[src/rtl/upm_pkg.sv]
package upm_pkg;
  localparam int          PH_W    = 2;
  localparam logic [1:0]  MODE_QR = 2'b11;

  typedef enum logic [1:0] {
    SRC_NONE = 2'd0,
    SRC_I    = 2'd1,
    SRC_Q    = 2'd2
  } out_src_e;
endpackage

[src/rtl/upm_phase.sv]
module upm_phase #(
  parameter int PW = 2
) (
  input  logic          clk_i,
  input  logic          rst_i,
  input  logic          active_i,
  input  logic          sync_i,
  output logic [PW-1:0] cur_ph_o
);
  logic [PW-1:0] ph_q;

  // The restart overrides the stored phase within the same cycle.
  assign cur_ph_o = sync_i ? '0 : ph_q;

  always_ff @(posedge clk_i) begin
    if (rst_i || !active_i) ph_q <= '0;
    else                    ph_q <= cur_ph_o + 1'b1;
  end

  // a restart on an active cycle leaves the oscillator at phase 1 next.
  a_r7_sync_restart: assert property (@(posedge clk_i) disable iff (rst_i)
    (active_i && sync_i) |=> (ph_q == PW'(1)));

  // inactivity parks the phase at zero.
  a_r1_phase_parked: assert property (@(posedge clk_i) disable iff (rst_i)
    !active_i |=> (ph_q == '0));
endmodule

[src/rtl/upm_signsel.sv]
module upm_signsel #(
  parameter int DW = 16
) (
  input  logic signed [DW-1:0] x_i,
  input  logic                 neg_i,
  output logic signed [DW-1:0] y_o
);
  localparam logic signed [DW-1:0] S_MIN = {1'b1, {(DW-1){1'b0}}};
  localparam logic signed [DW-1:0] S_MAX = {1'b0, {(DW-1){1'b1}}};

  always_comb begin
    if (!neg_i)          y_o = x_i;
    else if (x_i == S_MIN) y_o = S_MAX;
    else                 y_o = -x_i;
  end

  // a negated word never comes out as the most negative value.
  always_comb begin
    if (neg_i) a_r6_sat_neg: assert (y_o != S_MIN);
  end
endmodule

[src/rtl/iq_real_upmix.sv]
module iq_real_upmix #(
  parameter int DW = 16
) (
  input  logic                 clk_i,
  input  logic                 rst_i,
  input  logic [1:0]           mode_i,
  input  logic                 usb_i,
  input  logic                 sync_i,
  input  logic                 in_valid_i,
  input  logic signed [DW-1:0] i_data_i,
  input  logic signed [DW-1:0] q_data_i,
  output logic                 in_ready_o,
  output logic                 out_valid_o,
  output logic signed [DW-1:0] out_data_o,
  output logic                 ovr_o
);
  import upm_pkg::*;

  logic                 active;
  logic                 accept;
  logic [PH_W-1:0]      cur_ph;
  logic signed [DW-1:0] q_hold;
  logic                 q_neg;
  logic                 q_pend;
  logic signed [DW-1:0] i_mixed;
  logic signed [DW-1:0] q_mixed;
  out_src_e             src;

  assign active = (mode_i == MODE_QR);

  upm_phase #(.PW(PH_W)) u_phase (
    .clk_i    (clk_i),
    .rst_i    (rst_i),
    .active_i (active),
    .sync_i   (sync_i),
    .cur_ph_o (cur_ph)
  );

  assign in_ready_o = active && !cur_ph[0];
  assign accept     = in_valid_i && in_ready_o;

  // The cosine leg is -1 at phase 2.
  upm_signsel #(.DW(DW)) u_sign_i (
    .x_i   (i_data_i),
    .neg_i (cur_ph[1]),
    .y_o   (i_mixed)
  );

  upm_signsel #(.DW(DW)) u_sign_q (
    .x_i   (q_hold),
    .neg_i (q_neg),
    .y_o   (q_mixed)
  );

  always_comb begin
    if (!active)     src = SRC_NONE;
    else if (accept) src = SRC_I;
    else if (q_pend) src = SRC_Q;
    else             src = SRC_NONE;
  end

  always_ff @(posedge clk_i) begin
    if (rst_i) begin
      out_valid_o <= 1'b0;
      out_data_o  <= '0;
      q_pend      <= 1'b0;
      q_hold      <= '0;
      q_neg       <= 1'b0;
      ovr_o       <= 1'b0;
    end else begin
      ovr_o <= in_valid_i && !in_ready_o;
      case (src)
        SRC_I: begin
          out_valid_o <= 1'b1;
          out_data_o  <= i_mixed;
          q_pend      <= 1'b1;
          q_hold      <= q_data_i;
          // The sine leg sign depends on the sideband and the half cycle.
          q_neg       <= usb_i ^ cur_ph[1];
        end
        SRC_Q: begin
          out_valid_o <= 1'b1;
          out_data_o  <= q_mixed;
          q_pend      <= 1'b0;
        end
        default: begin
          out_valid_o <= 1'b0;
          out_data_o  <= '0;
          q_pend      <= q_pend && active;
        end
      endcase
    end
  end

  // an inactive mode yields no output on the next cycle.
  a_r1_idle_out: assert property (@(posedge clk_i) disable iff (rst_i)
    !active |=> !out_valid_o);

  // no two acceptances in a row unless a restart realigns the phase.
  a_r2_one_per_two: assert property (@(posedge clk_i) disable iff (rst_i)
    accept |=> (!accept || sync_i));

  // the I slot follows acceptance by one cycle.
  a_r5_i_slot: assert property (@(posedge clk_i) disable iff (rst_i)
    accept |=> out_valid_o);

  // the Q slot follows one cycle later when nothing displaces it.
  a_r5_q_slot: assert property (@(posedge clk_i) disable iff (rst_i)
    accept ##1 (active && !accept) |=> out_valid_o);

  // a refused offer raises the flag and produces no output.
  a_r8_overrun: assert property (@(posedge clk_i) disable iff (rst_i)
    (in_valid_i && !active) |=> (ovr_o && !out_valid_o));

  // idle slots carry zero.
  a_r9_zero_idle: assert property (@(posedge clk_i) disable iff (rst_i)
    !out_valid_o |-> (out_data_o == '0));
endmodule

[config.mk]
export PLATFORM = sky130hd
export DESIGN_NAME = iq_real_upmix
export DESIGN_NICKNAME = d
export VERILOG_FILES = /design/src/rtl/upm_pkg.sv /design/src/rtl/upm_phase.sv /design/src/rtl/upm_signsel.sv /design/src/rtl/iq_real_upmix.sv
export SDC_FILE = /design/constraint.sdc
export NUM_CORES = 1
export LEC_CHECK = 0
export BUFFER_PORTS_ARGS = -buffer_cell sky130_fd_sc_hd__buf_2
export CORE_ASPECT_RATIO = 0.5
export CORE_UTILIZATION = 25
export CTS_CLUSTER_DIAMETER = 150
export CTS_CLUSTER_SIZE = 16
export DETAILED_ROUTE_END_ITERATION = 12
export SLEW_MARGIN = 20
export SYNTH_ARGS = -nofsm -noshare
export SYNTH_HDL_FRONTEND = slang
export SYNTH_SLANG_ARGS = --single-unit
[constraint.sdc]
create_clock -name clk_i -period 4.8 [get_ports clk_i]
set_input_delay 0 -clock clk_i [delete_from_list [all_inputs] [get_ports clk_i]]
set_output_delay 0 -clock clk_i [all_outputs]
set_load 0.01 [all_outputs]
==> impl_metrics.json <==
{
  "ys.flop_type": "dfxtp_1",
  "cts_resized": 0,
  "die_area_um2": 9030,
  "path_class": "reg -> reg",
  "cap_violations": 0,
  "drv_slew": 0,
  "tightest_slew_ps": 909,
  "peakVddDrop_v": 0.000113,
  "dr.pass1.iters": 4,
  "finalCriticalPeriod_ps": 2590,
  "post_cts_buffers": 0,
  "cp.required_ps": 5010,
  "synth_edf_count": 0,
  "grt_pass1_wl_um": 9260,
  "crit_buf_inv": 1,
  "drive_gt1_share_pct": 21.3,
  "power.density_nw_per_um2": 262,
  "synthesis.area_um2": 2160,
  "crit_path_cell_trace": "nor2b_1 -> nor2_1 -> nand2_1 -> nand4_1 -> inv_1 -> ha_1 -> nor2_1 -> and2_1 -> o21ai_0 -> a31o_2 -> o21ai_0",
  "ys_ff_latch": 38,
  "cts.sink_count": 38,
  "r2r_slack_ps": 2210,
  "status": "finished, violations left",
  "core_area_um2": 8170,
  "nNetsFinal": 377,
  "rows": 23,
  "ys_warn_count": 0,
  "wl_per_cell_um": 13.0,
  "worstSetupStartpointType": "flop",
  "cts_hold_buf": 18,
  "ys_seq_area_share_pct": 35.3,
  "period_share_pct": 53.9,
  "power_uw": 748,
  "cts_buffers": 5,
  "grt_max_degree": 24,
  "tns_ps": 0,
  "cts_root_buffer": "clkbuf_16",
  "crit_slowest_cell": "and2_1",
  "clock_latency_ps": 280,
  "endpoint_kind": "flop",
  "final_cell_mix": "buf_2, dfxtp_1, nor2_1",
  "die_y_um": 67.7,
  "pre_cts_ws_ps": 2270,
  "relSlewSlack_pct": 38.9,
  "skew_ps": 3.16,
  "syn2layout_area_growth_pct": 32.3,
  "layout_commonest_cell": "buf_2",
  "clock.fmax_mhz": 386,
  "clk_pin_slew_ps": 60,
  "vias": 2159,
  "die_width_um": 133,
  "htreeDepth": 2,
  "via_per_inst": 4.85,
  "rsz0062_at_grt": "no",
  "initial_core_util_pct": 26.4,
  "num_io_pins": 58,
  "syn_nets": 308,
  "cp_slowest_stage_delay_ps": 390,
  "drtIter0Drc": 145,
  "hpwl_um": 4410,
  "hp-class": "in -> reg",
  "cts_max_path_buffers": 2,
  "synth_cell_types": 41,
  "whs_ps": -2.89,
  "worstPathMaxFanout": 12,
  "violations": "hold timing",
  "antenna_found_initial": 0,
  "drc": 0,
  "routed_wl_um": 5800,
  "antenna_cells": 0,
  "grt_pass1_vias": 1944,
  "netlist_instances": 264,
  "fin_ws_ps": 2210,
  "cp_top_family": "simple AND/OR/NAND/NOR gates",
  "port-buffer-count": 57,
  "p_leak_nw": 1.25,
  "ant_nets": 0,
  "fill_cells": 887,
  "crit_arrival_ps": 2800,
  "grt_util_all_layers_pct": 13.3,
  "gp_congestion": 0.872,
  "grt_remaining_overflow": 0,
  "ys_async_sr_fraction_pct": 0,
  "avgSynthCellArea_um2": 8.17,
  "cts_tree": "built",
  "setup_viol": 0,
  "finalHoldViolCount": 1
}
through the flow:
step / util [%] / cell area [um^2] / instances
after global routing: 34.9 / 2850 / 445
after CTS: 34.9 / 2850 / 445
after global placement: 31.0 / 2530 / 420
final: 34.9 / 2850 / 445
after floorplan: - / 2160 / 264
after detailed placement: 31.0 / 2530 / 420
path summary, 6_finish.rpt:
check,startpoint,endpoint,cells after the start
worst max register to register,u_phase.ph_q[0]$_SDFF_PP0_,out_data_o[6]$_SDFF_PP0_,11
worst min-delay path,i_data_i[0],out_data_o[0]$_SDFF_PP0_,3
worst min register to register,q_pend$_SDFF_PP0_,q_pend$_SDFF_PP0_,2
worst max-delay path,u_phase.ph_q[0]$_SDFF_PP0_,out_data_o[6]$_SDFF_PP0_,11
report_power, final:
group | internal [mW] | total (mW) | switching, mW
clock | 0.190 | 0.315 | 0.126
combinational | 0.0493 | 0.101 | 0.0518
sequential | 0.322 | 0.331 | 0.00913
total | 0.561 | 0.748 | 0.187
area by class of cell:
type	instances	area, um^2	share of cell area, %
Tap cell	112	140	4.91
Clock inverter	1	7.51	0.263
Multi-Input combinational cell	203	1310	45.9
Clock buffer	6	129	4.52
Inverter	9	33.8	1.18
Timing Repair Buffer	76	473	16.6
Sequential cell	38	761	26.7
worst min-delay path: stages:
cell and delay, ps:
buf_2 110, o21ai_0 80, nand2_1 50
Yosys cell counts (3+ instances only):
cell,n,area share [%]
a21oi_1,9,2.1
a31oi_1,4,1.2
and3_1,3,0.87
clkbuf_1,11,1.9
dfxtp_1,38,35
ha_1,5,2.9
inv_1,9,1.6
mux2i_1,16,7.4
nand2_1,20,3.5
nand3_1,3,0.70
nand4_1,4,1.2
nor2_1,29,5.0
nor3_1,6,1.4
nor3b_1,3,1.0
nor4_1,3,0.87
o211ai_1,3,1.0
o21ai_0,27,6.3
o41ai_1,6,2.4
or2_2,5,1.5
or3_1,7,2.0
or4_1,3,1.0
xnor2_1,10,4.1
xor2_1,11,4.5
cell families after synthesis:
| family | share of synthesized area, % |
|---|---|
| AOI/OAI and AO/OA | 20.9 |
| buffers and inverters | 4.12 |
| adders and majority gates | 2.90 |
| muxes | 7.42 |
| xor gates and xnor gates | 8.53 |
| and+or+nand+nor | 20.8 |
| DFF | 35.3 |
layer usage:
metal | wire length, um | global-route usage (%)
met5 | 0 | 0
met3 | 324 | 2.85
met2 | 2430 | 21.0
met1 | 2960 | 18.0
met4 | 74 | 4.69
sequential cells by signal, indices dropped and copies added (netlist names):
name	count
ovr_o	1
q_neg	1
out_data_o	16
out_valid_o	1
q_hold	16
q_pend	1
u_phase.ph_q	2
(Power assumes the default switching activity.)
